$ cat src/rtl/ora_pkg.sv
// Package: shared operand-mode encoding for the response analyzer.
// Assumes the top port `mode` carries these two-bit values.
package ora_pkg;
    typedef enum logic [1:0] {
        MODE_MAG  = 2'b00,  // add converted sample
        MODE_DIFF = 2'b01,  // add |stimulus - sample|
        MODE_SELF = 2'b10,  // add stimulus word (digital self-check)
        MODE_NONE = 2'b11   // reserved: add zero
    } ora_mode_e;
endpackage

$ cat src/rtl/ora_absdiff.sv
// Module: exact unsigned absolute difference of two words of possibly
// different widths. Both are widened to OP_W+1 bits before subtracting,
// so the sign bit is always valid and the magnitude fits in OP_W bits.
// Assumes OP_W >= A_W and OP_W >= B_W.
module ora_absdiff #(
    parameter int A_W  = 4,
    parameter int B_W  = 4,
    parameter int OP_W = (A_W > B_W) ? A_W : B_W
) (
    input  logic [A_W-1:0]  a_i,
    input  logic [B_W-1:0]  b_i,
    output logic [OP_W-1:0] mag_o
);
    localparam int EXT_W = OP_W + 1;

    logic [EXT_W-1:0] a_ext;
    logic [EXT_W-1:0] b_ext;
    logic [EXT_W-1:0] diff;
    logic [EXT_W-1:0] neg;

    // Purpose: widen, subtract and fold the negative case.
    always_comb begin
        a_ext = EXT_W'(a_i);
        b_ext = EXT_W'(b_i);
        diff  = a_ext - b_ext;
        neg   = b_ext - a_ext;
        mag_o = diff[EXT_W-1] ? neg[OP_W-1:0] : diff[OP_W-1:0];
    end
endmodule

$ cat src/rtl/ora_operand_mux.sv
// Module: picks the per-sample operand from the mode select.
// Assumes OP_W is at least both data widths; narrower words are zero-extended.
module ora_operand_mux
    import ora_pkg::*;
#(
    parameter int TPG_W = 4,
    parameter int ADC_W = 4,
    parameter int OP_W  = (TPG_W > ADC_W) ? TPG_W : ADC_W
) (
    input  ora_mode_e         mode_i,
    input  logic [TPG_W-1:0]  tpg_i,
    input  logic [ADC_W-1:0]  adc_i,
    input  logic [OP_W-1:0]   absdiff_i,
    output logic [OP_W-1:0]   op_o
);
    // Purpose: route one of the candidate operands.
    always_comb begin
        unique case (mode_i)
            MODE_MAG:  op_o = OP_W'(adc_i);
            MODE_DIFF: op_o = absdiff_i;
            MODE_SELF: op_o = OP_W'(tpg_i);
            default:   op_o = '0;
        endcase
    end
endmodule

$ cat src/rtl/ora_accum.sv
// Module: two-half accumulator. The low half adds the operand; its carry
// increments the high half in the same cycle; overflow of the high half
// forces both halves to all ones. Clear wins over enable.
// Assumes OP_W <= HALF_W so one operand carries at most once.
module ora_accum #(
    parameter int OP_W   = 4,
    parameter int HALF_W = 6
) (
    input  logic              clk,
    input  logic              rst_n,
    input  logic              clr_i,
    input  logic              en_i,
    input  logic [OP_W-1:0]   op_i,
    output logic [HALF_W-1:0] hi_o,
    output logic [HALF_W-1:0] lo_o
);
    localparam int SUM_W = HALF_W + 1;

    logic [HALF_W-1:0] hi_q, lo_q;
    logic [SUM_W-1:0]  lo_sum;
    logic [SUM_W-1:0]  hi_sum;
    logic              lo_carry;
    logic              ovf;

    // Purpose: low-half add and carry-chained high-half increment.
    always_comb begin
        lo_sum   = SUM_W'(lo_q) + SUM_W'(op_i);
        lo_carry = lo_sum[HALF_W];
        hi_sum   = SUM_W'(hi_q) + SUM_W'(lo_carry);
        ovf      = hi_sum[HALF_W];
    end

    // Purpose: register both halves with reset, clear, add and saturate.
    always_ff @(posedge clk) begin
        if (!rst_n || clr_i) begin
            hi_q <= '0;
            lo_q <= '0;
        end else if (en_i) begin
            if (ovf) begin
                hi_q <= '1;
                lo_q <= '1;
            end else begin
                hi_q <= hi_sum[HALF_W-1:0];
                lo_q <= lo_sum[HALF_W-1:0];
            end
        end
    end

    assign hi_o = hi_q;
    assign lo_o = lo_q;

    // a low half that went down must have passed its carry upward.
    a_r8_carry_chain: assert property (@(posedge clk) disable iff (!rst_n)
        (en_i && !clr_i) |=> ((lo_q >= $past(lo_q)) || (hi_q == $past(hi_q) + 1'b1)));

    // a saturated total stays saturated without a clear.
    a_r9_sat_sticks: assert property (@(posedge clk) disable iff (!rst_n)
        (!clr_i && hi_q == '1 && lo_q == '1) |=> (hi_q == '1 && lo_q == '1));

    // nothing moves while neither clear nor enable is set.
    a_r3_hold: assert property (@(posedge clk) disable iff (!rst_n)
        (!clr_i && !en_i) |=> ($stable(hi_q) && $stable(lo_q)));
endmodule

$ cat src/rtl/ora_resp_analyzer.sv
// Module: top of the accumulating response analyzer. Computes the operand
// for the selected mode and sums it into a saturating two-half total.
// Assumes HALF_W >= max(TPG_W, ADC_W); inputs change only between edges.
module ora_resp_analyzer
    import ora_pkg::*;
#(
    parameter int TPG_W  = 4,
    parameter int ADC_W  = 4,
    parameter int HALF_W = 6
) (
    input  logic              clk,
    input  logic              rst_n,
    input  logic              start,
    input  logic              acc_en,
    input  logic [1:0]        mode,
    input  logic [TPG_W-1:0]  tpg_data,
    input  logic [ADC_W-1:0]  adc_data,
    output logic [HALF_W-1:0] acc_hi,
    output logic [HALF_W-1:0] acc_lo
);
    localparam int OP_W = (TPG_W > ADC_W) ? TPG_W : ADC_W;

    ora_mode_e       mode_e;
    logic [OP_W-1:0] absdiff;
    logic [OP_W-1:0] operand;

    // Purpose: give the raw mode bits their enumerated meaning.
    always_comb mode_e = ora_mode_e'(mode);

    ora_absdiff #(.A_W(TPG_W), .B_W(ADC_W), .OP_W(OP_W)) u_absdiff (
        .a_i   (tpg_data),
        .b_i   (adc_data),
        .mag_o (absdiff)
    );

    ora_operand_mux #(.TPG_W(TPG_W), .ADC_W(ADC_W), .OP_W(OP_W)) u_mux (
        .mode_i    (mode_e),
        .tpg_i     (tpg_data),
        .adc_i     (adc_data),
        .absdiff_i (absdiff),
        .op_o      (operand)
    );

    ora_accum #(.OP_W(OP_W), .HALF_W(HALF_W)) u_accum (
        .clk   (clk),
        .rst_n (rst_n),
        .clr_i (start),
        .en_i  (acc_en),
        .op_i  (operand),
        .hi_o  (acc_hi),
        .lo_o  (acc_lo)
    );

    // a start pulse leaves a zero total, enable or not.
    a_r2_start_clears: assert property (@(posedge clk) disable iff (!rst_n)
        start |=> (acc_hi == '0 && acc_lo == '0));

    // the reserved mode contributes nothing.
    a_r7_reserved_mode: assert property (@(posedge clk) disable iff (!rst_n)
        (!start && acc_en && mode == 2'b11) |=> ($stable(acc_hi) && $stable(acc_lo)));

    // matching stimulus and sample leave the total unchanged.
    a_r5_equal_adds_zero: assert property (@(posedge clk) disable iff (!rst_n)
        (!start && acc_en && mode == 2'b01 && OP_W'(tpg_data) == OP_W'(adc_data))
        |=> ($stable(acc_hi) && $stable(acc_lo)));
endmodule

$ cat config.mk
export PLATFORM = sky130hd
export DESIGN_NAME = ora_resp_analyzer
export DESIGN_NICKNAME = d
export VERILOG_FILES = /design/src/rtl/ora_pkg.sv /design/src/rtl/ora_absdiff.sv /design/src/rtl/ora_operand_mux.sv /design/src/rtl/ora_accum.sv /design/src/rtl/ora_resp_analyzer.sv
export SDC_FILE = /design/constraint.sdc
export NUM_CORES = 1
export LEC_CHECK = 0
export ABC_CLOCK_PERIOD_IN_PS = 10750
export BUFFER_PORTS_ARGS = -buffer_cell sky130_fd_sc_hd__buf_2
export CORE_MARGIN = 4
export CORE_UTILIZATION = 55
export DETAILED_ROUTE_END_ITERATION = 12
export HOLD_SLACK_MARGIN = 0.03
export PLACE_DENSITY_LB_ADDON = 0.05
export SETUP_SLACK_MARGIN = 0.15
export SLEW_MARGIN = 30
export SYNTH_ARGS = -nofsm -noshare
export SYNTH_HDL_FRONTEND = slang
export SYNTH_SLANG_ARGS = --single-unit
$ cat constraint.sdc
create_clock -name clk -period 10.75 [get_ports clk]
set_input_delay 2.15 -clock clk [delete_from_list [all_inputs] [get_ports clk]]
set_output_delay 2.15 -clock clk [all_outputs]
set_load 0.01 [all_outputs]
### Word level (Yosys, flattened, before mapping)

Cells that the tools add are included.

* add/subtract/negate cells: 4
* equality and inequality tests: 2
* muxes and demuxes: 4
* reductions and logical operators: 3

Operators by type and width (count)
* 2-to-1 mux 6 bit: 2
* one-hot mux 4 bit (3 select lines): 1
* adder 6 x 1 -> 7 bit: 1
* adder 6 x 4 -> 7 bit: 1
* subtractor 4 x 4 -> 5 bit: 1
* 2-to-1 mux 4 bit: 1
* subtractor 4 bit: 1
* equality test 2 x 1 -> 1 bit (second input constant): 1
* equality test 2 bit (second input constant): 1
* logical NOT 2 bit: 1
* logical NOT 1 bit: 1
* logical OR 1 bit: 1

* register bits after elaboration: 12
* bits of input ports: 14
* output and inout bits: 12
* logic and storage cells: 15

### Depth between registers and ports, before layout

Gate-level depths: netlist of the first run.

* depth in word-level cells: 6
* gate-level depth with buffers: 18
* mapped depth without buffers: 17

### Cells and area by module

A second synthesis of the first run with hierarchy kept.

* cells, all modules: 116
* area total of the unflattened synthesis: 1059.8 µm²

Modules (own cells, without submodules)
* ora_accum: times used 1, cells an instance 69, area an instance 676.9 µm², sequential area each 240.2 µm²
* ora_absdiff: times used 1, cells an instance 37, area an instance 282.8 µm², sequential area each 0.0 µm²
* ora_operand_mux: times used 1, cells an instance 10, area an instance 100.1 µm², sequential area each 0.0 µm²

### Least setup slack after synthesis of the first run

No wires, ideal clock.

* path kind: input -> register
* start: in tpg_data[0]
* end: reg u_accum.lo_q[2], in the netlist u_accum.lo_o[2]
* setup time: 119 ps
* arrival time: 4984 ps
* data required time: 10631 ps
* setup slack: 5648 ps
* cell stages on the path: 18
* path buffers: 1
* cell sequence: inv_1 > ha_1 > inv_1 > fa_1 > nand3_2 > and2_4 > buf_6 > mux2i_1 > o22ai_1 > fa_1 > a21o_1 > a21oi_1 > nor2_1 > ha_1 > ha_1 > nand2_1 > o21ai_1 > o221a_2

* word-level cells in the longest chain between the ends: 6
* elaborated cells on any way between the ends: 7
* those cells by class: 4 x add/sub; 3 x mux

Ends and longest elaborated chain
* start: declaration: line ora_resp_analyzer.sv:16 `input logic [TPG_W-1:0] tpg_data,`
* subtractor 4 x 4 -> 5 bit or subtractor 4 bit (tied branches): line ora_absdiff.sv:25, ora_absdiff.sv:26
* 2-to-1 mux 4 bit: line ora_absdiff.sv:27 `mag_o = diff[EXT_W-1] ? neg[OP_W-1:0] : diff[OP_W-1:0];`
* one-hot mux 4 bit (3 select lines) *: line ora_operand_mux.sv:18 `unique case (mode_i)`
* adder 6 x 4 -> 7 bit *: line ora_accum.sv:27 `lo_sum = SUM_W'(lo_q) + SUM_W'(op_i);`
* adder 6 x 1 -> 7 bit: line ora_accum.sv:29 `hi_sum = SUM_W'(hi_q) + SUM_W'(lo_carry);`
* 2-to-1 mux 6 bit *: line ora_accum.sv:39 `if (ovf) begin`
* end signal: assignment: line ora_accum.sv:44 `lo_q <= lo_sum[HALF_W-1:0];`
* end: declaration: line ora_accum.sv:19 `logic [HALF_W-1:0] hi_q, lo_q;`

Every way passes the cells marked *; elsewhere a longest branch is shown, timed or not.
A chain may end at the register's enable or synchronous reset.

### Worst setup path after layout of the first run

* start: in tpg_data[0]
* end: reg u_accum.lo_q[3], in the netlist u_accum.lo_o[3]

The elaborated chain is that of the path after synthesis.

==> results of run 1 <==
synthesized netlist by cell type, types with 2 or more instances:
master	number
a31oi_1	3
fa_1	3
dfxtp_1	12
o22ai_1	2
a21o_1	2
a21oi_1	9
nand2b_1	4
or3_1	2
o221ai_1	2
o221a_2	6
ha_1	13
nand4_1	2
nand2_1	6
xor2_1	3
o21ai_0	3
mux2i_1	5
inv_1	13
nor2_1	2
a2111o_1	2
a211oi_1	2
power by group:
part | leakage [nW] | internal, mW | total [mW] | switching (mW)
Clock | 0.0138 | 0.0129 | 0.0262 | 0.0132
Combinational | 0.470 | 0.0137 | 0.0297 | 0.0160
Sequential | 0.0973 | 0.0455 | 0.0466 | 0.00109
Total | 0.581 | 0.0722 | 0.102 | 0.0303
per-stage QoR:
step           instance area (um^2)  total power [mW]  cells  hold WS [ps]  util [%]
2_1_floorplan                  1010            0.0698    112           536         -
3_3_place_gp                   1150            0.0768    159           515      66.4
3_5_place_dp                   1150            0.0774    159           543      66.4
4_1_cts                        1170             0.104    162           554      67.7
5_1_grt                        1170             0.110    162           601      67.7
6_report                       1170             0.102    162           554      67.7
kinds of logic (layout without fill, tap and decap cells):
family | after synthesis | in the layout | share of synthesized area [%]
muxes | 5 | 5 | 4.96
AOI/OAI and AO/OA | 36 | 36 | 26.1
buffers and inverters | 16 | 41 | 6.81
and+or+nand+nor | 23 | 23 | 12.8
adders and majority gates | 16 | 16 | 22.1
DFF | 12 | 12 | 23.8
xor gates and xnor gates | 4 | 4 | 3.47
layout make-up:
type	instances	area [um^2]
sequential	12	240
inverter	13	48.8
clock buffer	3	22.5
fill	165	558
timing repair buffer	25	125
tap	25	31.3
multi-input combinational	84	701
placed cells by master (no fill, tap or decap), types with 4 or more instances in the layout:
master / synthesis / layout
inv_1: 13 / 13
dfxtp_1: 12 / 12
a21oi_1: 9 / 9
nand2_1: 6 / 6
buf_2: 1 / 25
nand2b_1: 4 / 4
o221a_2: 6 / 6
ha_1: 13 / 13
mux2i_1: 5 / 5
worst min path at each step:
stage	start	end	slack, ps	cells after the start
after floorplan	u_accum.hi_o[4]$_SDFFE_PP0P_	u_accum.hi_o[4]$_SDFFE_PP0P_	540	2
after global placement	u_accum.hi_o[4]$_SDFFE_PP0P_	u_accum.hi_o[4]$_SDFFE_PP0P_	520	2
after detailed placement	u_accum.hi_o[4]$_SDFFE_PP0P_	u_accum.hi_o[4]$_SDFFE_PP0P_	540	2
after CTS	u_accum.hi_o[4]$_SDFFE_PP0P_	u_accum.hi_o[4]$_SDFFE_PP0P_	550	2
after global routing	u_accum.hi_o[4]$_SDFFE_PP0P_	u_accum.hi_o[4]$_SDFFE_PP0P_	600	2
final	u_accum.hi_o[4]$_SDFFE_PP0P_	u_accum.hi_o[4]$_SDFFE_PP0P_	550	2
worst reg2reg max path, cell delays in order, from the launching register on:
cell	delay (ps)
dfxtp_1	330
ha_1	230
fa_1	430
a21o_1	190
a21oi_1	210
nor2_1	90
ha_1	200
ha_1	220
nand2_1	80
o21ai_1	140
o221a_2	280
flip-flops by register name (all words and copies together) (netlist names):
name,count
u_accum.lo_o,6
u_accum.hi_o,6
routing by layer:
metal	share of wire [%]	vias up	global-route usage [%]
li1	-	467	-
met1	48	414	24.9
met2	44	30	30.0
met3	6.8	3	6.12
met4	0.53	0	4.04
met5	0	-	0
==> results by group, run 1 <==
Timing
  • F_max: between 150 and 200 MHz
  • Setup total negative slack: 0 ps
  • Final worst setup slack: 5580 ps
  • Final setup violation count: 0
  • Worst-Margin Slew: around 370 ps
  • Headroom to the max-slew limit: between 70% and 80%
  • Fin crit share: around half
  • Final hold violation count: 0
  • Clk_skew: roughly 8.6 ps
  • Max Slew Vio Count: 0
  • Tmin final: approximately 5200 ps
  • RSZ-0062 raised after global routing: false

Worst setup path
  • Crit-path most repeated cell: ha_1
  • Worst path max stage delay: roughly 400 ps
  • Worst setup path end: u_accum.lo_o[3]$_SDFFE_PP0P_
  • Largest fanout on the critical path: 6
  • Critical-path cell list: buf_2, inv_1, ha_1, inv_1, fa_1, nand3_2, a21boi_0, a2111o_1, o221ai_1, ha_1, a21o_1, a21oi_1, nor2_1, ha_1, ha_1, nand2_1, o21ai_1, o221a_2
  • CP Data Required Time: ~11,000 ps
  • Setup crit start: tpg_data[0]
  • Crit path capture type: register
  • Worst path depth: 18
  • Highest-delay cell along the critical path: fa_1
  • R2R setup slack: 8240 ps
  • Critical path arrival: 5330 ps
  • Worst r2r src: u_accum.lo_o[0]$_SDFFE_PP0P_
  • Startpoint Class: input port
  • Kind of cell adding the most delay to the critical path: compound AO/OA/AOI/OAI gates
  • Crit Reg-Reg Endpoint: u_accum.lo_o[3]$_SDFFE_PP0P_
  • Critical path class: in -> reg
  • Buffers and inverters on the worst path: 3
  • Worst Reg-to-Reg Cells: 10

CTS
  • Clock Path Buffers: 2
  • Clock sink count: 12
  • Skew-Pair Late Insertion Delay: 270 ps
  • CTS tree: built
  • CTS resizes: 0
  • CTS Buf Count: 3
  • Worst-path clk slew: approximately 70 ps
  • Cts hold-fix bufs: 0
  • CTS H-tree lvls: 1
  • Setup bufs post-CTS: 0
  • CTS Root Cell: clkbuf_4

Yosys
  • Main flop type after synthesis: dfxtp_1
  • Post-synth top area share: about a quarter
  • Area contributors post-synth: dfxtp_1 (24%), ha_1 (16%), o221a_2 (6.7%)
  • Asr flop ratio synth: 0%
  • Mapped Avg Cell Area: about 9 um^2
  • Largest area contributor in the netlist: dfxtp_1
  • Synth Cell Area: roughly 1000 um^2
  • Syn_nets: approximately 140
  • Post-Synthesis Cells: around 110
  • Seq/Total Area, Yosys: between 20% and 30%
  • YS warnings: 0
  • Number of synthesized flops with an enable pin: 0
  • Yosys cell types: 36
  • Yosys reg bits: 12

Floorplanning
  • Die W: 50.8 um
  • Core area: about 1700 um^2
  • Rows: 15
  • # IOs: 26
  • Die area: 2590 um^2
  • Die height: ~51 um
  • Initial Util: 58.5%

Final layout
  • Nets: roughly 170
  • Area Growth Syn to Fin: 15.7%
  • Layout cells sized above 1: between 20% and 30%
  • Ant. Diodes: 0

Power
  • Pwr/cell area: around 88 nW/um^2
  • Leak: 0.581 nW
  • Peak VDD IR: 0.0910 mV

Min path
  • Hold Crit Class: reg -> reg

Global routing
  • Vias in the first global route: approximately 870
  • Gr ovfl total: 0
  • Largest net degree at the start of global routing: 13
  • First-pass GRT wire length: about 3600 um
  • Initial antenna violation count: 0
  • Total global-route track usage: between 10% and 20%

Routing
  • Via count: slightly above 900
  • Drt total wl: between 2000 and 2500 um
  • Routed Antenna Nets: 0
  • Drt pass-1 iters: 4
  • 1st-iter DRT viols: 22
  • Vias per Instance: approximately 5.6
  • Wire per inst: between 10 and 15 um
  • DRC: 0

Run status
  • Outcome: finished clean

Place
  • Port Buffers: 25
  • Detailed Place HPWL: between 1500 and 2000 um
  • Routability cong.: just over 0.8
  • Pre-CTS setup slack: 5300 ps

Job
  • Max Cap Viol: 0
Note: power is estimated with default switching activity, not from simulation.
==> run 2, diff against run 1 <==
- ABC_CLOCK_PERIOD_IN_PS: 10750 -> 4400
- CORE_UTILIZATION: 55 -> 47
- clock period: 10.75 -> 4.4 ns (I/O delays scaled with it)
==> run 2 against run 1 <==
Sequential cell count unchanged. Routed wire length decreased by 1.4%. Count of clock-buffer cells in the layout unchanged. Combinational power rose by 150%. Largest power group unchanged. Sequential share of layout area barely moved. Total power rose by 150%. Die area is 14% higher.
==> results by group, run 2 (same netlist as run 1, synthesis figures left out) <==
CTS
  • CTS Root Cell: clkbuf_4
  • Skew-Pair Late Insertion Delay: 270 ps
  • CTS tree: built
  • Clock Path Buffers: 2
  • CTS resizes: 0
  • CTS H-tree lvls: 1
  • CTS Buf Count: 3
  • Cts hold-fix bufs: 0
  • Worst-path clk slew: 70 ps
  • Setup bufs post-CTS: 0
  • Clock sink count: 12

Timing
  • Hold Slack: 535 ps
  • F_max: between 200 and 250 MHz
  • Tmin final: roughly 4000 ps
  • Final hold violation count: 0
  • RSZ-0062 raised after global routing: false
  • Max Slew Vio Count: 0
  • Fin crit share: approximately nine tenths
  • Setup total negative slack: 0 ps
  • Headroom to the max-slew limit: between 60% and 70%
  • Final setup violation count: 0
  • Final worst setup slack: roughly 400 ps
  • Worst-Margin Slew: 449 ps
  • Clk_skew: approximately 2.1 ps

Power
  • Flop pwr share: 45.2%
  • Logic pwr share: a little under 30%
  • Clock power share: approximately 26%
  • Pwr/cell area: about 210 nW/um^2
  • Int Power: around 0.18 mW
  • Peak VDD IR: between 0.2 and 0.25 mV
  • Total power: roughly 0.25 mW
  • Switching portion of total power: between 20% and 30%
  • Leak: about 0.58 nW
  • Switching Power: about 0.075 mW

Place
  • Pre-CTS setup slack: about 140 ps
  • Port Buffers: 25
  • Placed insts: approximately 160
  • Detailed Place HPWL: ~1700 um
  • Routability cong.: 0.795
  • DP Area: roughly 1100 um^2

Global routing
  • Largest net degree at the start of global routing: 13
  • First-pass GRT wire length: approximately 3400 um
  • Gr ovfl total: 0
  • Initial antenna violation count: 0
  • Total global-route track usage: 15.9%
  • Vias in the first global route: about 800

Worst setup path
  • Crit Reg-Reg Endpoint: u_accum.lo_o[2]$_SDFFE_PP0P_
  • Critical path class: in -> reg
  • CP Data Required Time: 4560 ps
  • Largest fanout on the critical path: 6
  • Critical-path cell list: buf_2, inv_1, ha_1, inv_1, fa_1, nand3_2, and2_4, mux2i_1, o22ai_1, fa_1, a21o_1, a21oi_1, nor2_1, ha_1, ha_1, nand2_1, o21ai_1, o221a_2
  • Critical path arrival: approximately 4200 ps
  • Kind of cell adding the most delay to the critical path: adder cells
  • Setup crit start: tpg_data[0]
  • Crit path capture type: register
  • Worst Reg-to-Reg Cells: 10
  • Worst r2r src: u_accum.lo_o[0]$_SDFFE_PP0P_
  • Highest-delay cell along the critical path: fa_1
  • Worst path max stage delay: 420 ps
  • Buffers and inverters on the worst path: 3
  • Startpoint Class: input port
  • Crit-path most repeated cell: ha_1
  • Worst setup path end: u_accum.lo_o[2]$_SDFFE_PP0P_
  • R2R setup slack: approximately 1800 ps
  • Worst path depth: 18

Floorplanning
  • Die W: about 54 um
  • Core area: 2000 um^2
  • Rows: 16
  • # IOs: 26
  • Initial Util: around 50%
  • Die area: roughly 3000 um^2
  • Die height: ~54 um

Job
  • Max Cap Viol: 0

Final layout
  • Most common cell after layout, fill and taps aside: buf_2
  • Ant. Diodes: 0
  • Layout cells sized above 1: 26.3%
  • Area Growth Syn to Fin: 16.0%
  • Fin area: between 1000 and 1500 um^2
  • Most frequent cells in the layout: buf_2 (25), inv_1 (13), ha_1 (13)
  • Filler cell count: 194
  • Post-route insts no fill: around 160
  • Fin util: between 50% and 60%
  • Nets: about 170

Routing
  • Vias per Instance: approximately 5.5
  • Drt total wl: about 2000 um
  • Routed Antenna Nets: 0
  • Drt pass-1 iters: 4
  • DRC: 0
  • 1st-iter DRT viols: 16
  • Via count: about 910
  • Wire per inst: about 12 um

Run status
  • Outcome: finished clean

Min path
  • Hold Crit Class: reg -> reg
## run 2: cell type report
cell class / instances / area, um^2 / share of cell area (%)
Multi-Input combinational cell: 84 / 701 / 59.8
Sequential cell: 12 / 240 / 20.5
Timing Repair Buffer: 25 / 125 / 10.7
Inverter: 13 / 48.8 / 4.17
Tap cell: 27 / 33.8 / 2.88
Clock buffer: 3 / 22.5 / 1.92
## run 2: how the worst min path moves through the flow
stage	startpoint	to	slack, ps	depth (start not counted)
after CTS	u_accum.hi_o[4]$_SDFFE_PP0P_	u_accum.hi_o[4]$_SDFFE_PP0P_	540	2
after floorplan	u_accum.hi_o[4]$_SDFFE_PP0P_	u_accum.hi_o[4]$_SDFFE_PP0P_	540	2
after global placement	u_accum.hi_o[4]$_SDFFE_PP0P_	u_accum.hi_o[4]$_SDFFE_PP0P_	510	2
final	u_accum.hi_o[4]$_SDFFE_PP0P_	u_accum.hi_o[4]$_SDFFE_PP0P_	530	2
after detailed placement	u_accum.hi_o[4]$_SDFFE_PP0P_	u_accum.hi_o[4]$_SDFFE_PP0P_	520	2
after global routing	u_accum.lo_o[5]$_SDFFE_PP0P_	u_accum.lo_o[5]$_SDFFE_PP0P_	570	2
## run 2: per-layer routing
| metal | up-vias | routed length (um) | global-route usage, % | part of all wire (%) |
|---|---|---|---|---|
| met5 | - | 0 | 0 | 0 |
| met4 | 0 | 0 | 2.49 | 0 |
| met3 | 0 | 156 | 5.99 | 7.7 |
| met2 | 24 | 813 | 21.9 | 40 |
| met1 | 416 | 1070 | 23.5 | 52 |
| li1 | 467 | - | - | - |
## run 2: worst register-to-register path, stage by stage (launching register included)
cell and delay (ps):
dfxtp_1 330, ha_1 230, fa_1 440, a21o_1 200, a21oi_1 230, nor2_1 100, ha_1 210, ha_1 210
nand2_1 70, o21ai_1 170, o221a_2 290
## run 2: power groups by stage
stage	registers [mW]	clock network (mW)	logic, mW
floorplan	0.117	0	0.0535
global placement	0.116	0	0.0722
detailed placement	0.116	0	0.0734
CTS	0.114	0.0659	0.0741
global route	0.114	0.0723	0.0830
finish	0.114	0.0645	0.0734
==> run 3, diff against run 2 <==
- SYNTH_HIERARCHICAL: default -> 1
==> run 3 against run 2 <==
Core utilization rose by 1.2 points. Synthesized cell count rose by 3.6%. Non-clock buffer count did not move. Area after synthesis rose by 5.0%. Largest cell class unchanged. Highest routed layer unchanged.
==> results by group, run 3 <==
Timing
  • F_max: 255 MHz
  • Final setup violation count: 0
  • Setup total negative slack: 0 ps
  • Tmin final: between 3000 and 4000 ps
  • Max Slew Vio Count: 0
  • Final hold violation count: 0
  • Clk_skew: 3.03 ps
  • RSZ-0062 raised after global routing: false
  • Final worst setup slack: between 400 and 500 ps
  • Headroom to the max-slew limit: 68.1%
  • Hold Slack: roughly 550 ps
  • Fin crit share: about nine tenths
  • Worst-Margin Slew: 479 ps

Worst setup path
  • Critical path arrival: just over 4000 ps
  • Worst r2r src: u_accum/lo_o[0]$_SDFFE_PP0P_
  • Worst Reg-to-Reg Cells: 10
  • Setup crit start: tpg_data[0]
  • Startpoint Class: input port
  • R2R setup slack: roughly 2000 ps
  • CP Data Required Time: approximately 4500 ps
  • Largest fanout on the critical path: 10
  • Crit Reg-Reg Endpoint: u_accum/lo_o[3]$_SDFFE_PP0P_
  • Crit path capture type: register
  • Critical path class: in -> reg

Min path
  • Hold Crit Class: reg -> reg
  • Hold Startpoint: u_accum/lo_o[3]$_SDFFE_PP0P_
  • Hold path depth: 2
  • Worst Hold End: u_accum/lo_o[3]$_SDFFE_PP0P_

Global routing
  • Total global-route track usage: between 15 and 20%
  • Gr ovfl total: 0
  • First-pass GRT wire length: 3950 um
  • Largest net degree at the start of global routing: 15
  • Vias in the first global route: 885
  • Initial antenna violation count: 0

Power
  • Peak VDD IR: 0.208 mV
  • Flop pwr share: around 44%
  • Switching portion of total power: 30.3%
  • Logic pwr share: between 30% and 40%
  • Clock power share: 25.6%
  • Pwr/cell area: between 200 and 250 nW/um^2
  • Switching Power: around 0.077 mW
  • Leak: approximately 0.6 nW
  • Total power: roughly 0.25 mW
  • Int Power: between 0.15 and 0.2 mW

Yosys
  • Area contributors post-synth: dfxtp_1 (23%), ha_1 (15%), mux2i_1 (10%)
  • Mapped Avg Cell Area: just over 9 um^2
  • Yosys cell types: 33
  • Synth Cell Area: roughly 1100 um^2
  • YS warnings: 6
  • Most instantiated library cell after synthesis: a21oi_1
  • Asr flop ratio synth: 0%
  • Largest area contributor in the netlist: dfxtp_1
  • Main flop type after synthesis: dfxtp_1
  • Number of synthesized flops with an enable pin: 0
  • Yosys reg bits: 12
  • Seq/Total Area, Yosys: around 23%
  • Most common library cells after synthesis: a21oi_1 (17), ha_1 (13), dfxtp_1 (12)
  • Post-Synthesis Cells: 116
  • Syn_nets: approximately 150
  • Post-synth top area share: roughly 23%

Final layout
  • Nets: 173
  • Area Growth Syn to Fin: 15.0%
  • Filler cell count: roughly 210
  • Layout cells sized above 1: 25.5%
  • Most common cell after layout, fill and taps aside: buf_2
  • Most frequent cells in the layout: buf_2 (25), a21oi_1 (17), ha_1 (13)
  • FF+latch area: 240 um^2
  • Area of the multi-input gates: ~760 um^2
  • Ant. Diodes: 0
  • Fin area: 1220 um^2

CTS
  • Clock Path Buffers: 2
  • Setup bufs post-CTS: 0
  • CTS Buf Count: 3
  • CTS H-tree lvls: 1
  • Cts hold-fix bufs: 0
  • CTS Root Cell: clkbuf_4
  • Worst-path clk slew: about 70 ps
  • Skew-Pair Late Insertion Delay: 270 ps
  • Clock sink count: 12
  • CTS tree: built
  • CTS resizes: 0

Floorplanning
  • Rows: 16
  • Die W: roughly 55 um
  • Die height: about 55 um
  • # IOs: 26
  • Initial Util: 51.9%
  • Core area: ~2000 um^2
  • Die area: between 3000 and 4000 um^2

Routing
  • Drt total wl: ~2200 um
  • Drt pass-1 iters: 4
  • Wire per inst: 13.3 um
  • DRC: 0
  • Via count: between 900 and 1,000
  • Routed Antenna Nets: 0
  • 1st-iter DRT viols: 18
  • Vias per Instance: 5.37

Run status
  • Outcome: finished clean

Place
  • Detailed Place HPWL: 1820 um
  • DP Area: between 1000 and 1500 um^2
  • Pre-CTS setup slack: 226 ps
  • Port Buffers: 25
  • Routability cong.: roughly 0.80

Job
  • Max Cap Viol: 0
## run 3: stage by stage
step | utilization [%] | cells
floorplan | - | 116
global placement | 58.6 | 165
detailed placement | 58.6 | 165
CTS | 59.7 | 168
global route | 59.7 | 168
finish | 59.7 | 168
## run 3: cells by family (layout without fill, tap and decap cells)
family          after synthesis  count (layout)  share of synthesized area (%)
mux                          12              12                           11.5
xor+xnor                      6               6                           4.96
flops                        12              12                           22.7
fa+ha+maj                    16              16                           21.0
simple gates                 20              20                           11.7
compound gates               37              37                           22.5
buf+inv                      13              38                           5.67
## run 3: area by class of cell
| type | instances | share of cell area, % |
|---|---|---|
| clock buffers | 3 | 1.85 |
| inverters | 10 | 3.08 |
| multi-input cells | 91 | 62.3 |
| flip-flops and latches | 12 | 19.7 |
| well taps | 27 | 2.77 |
| repair buffers | 25 | 10.3 |
## run 3: critical path: stages
cell and delay [ps]:
buf_2 100, inv_1 40, ha_1 220, fa_1 420, inv_1 100, a21o_2 120
a21oi_1 70, mux2i_1 130, o2bb2ai_1 180, fa_1 490, a21o_1 210, a21oi_1 170
nor2_1 70, ha_1 190, ha_1 200, and4_4 210, nand3_4 150, a311oi_2 110
## run 3: layer usage
metal,GRT usage [%],part of all wire [%],up-vias
li1,-,-,469
met1,20.9,48,406
met2,23.3,43,27
met3,7.23,8.7,0
met4,2.08,0,0
met5,0,0,-
## run 3: power by group through the flow
stage | Clock, mW | Sequential [mW] | Combinational [mW]
floorplan | 0 | 0.115 | 0.0559
global placement | 0 | 0.114 | 0.0737
detailed placement | 0 | 0.115 | 0.0773
CTS | 0.0687 | 0.112 | 0.0777
global route | 0.0762 | 0.112 | 0.0872
finish | 0.0652 | 0.112 | 0.0774
## run 3: worst max-delay path by stage
stage	end
3_3_place_gp	u_accum/lo_o[3]$_SDFFE_PP0P_
3_5_place_dp	u_accum/lo_o[3]$_SDFFE_PP0P_
4_1_cts	u_accum/lo_o[3]$_SDFFE_PP0P_
5_1_grt	u_accum/hi_o[0]$_SDFFE_PP0P_
2_1_floorplan	u_accum/lo_o[3]$_SDFFE_PP0P_
6_report	u_accum/lo_o[3]$_SDFFE_PP0P_
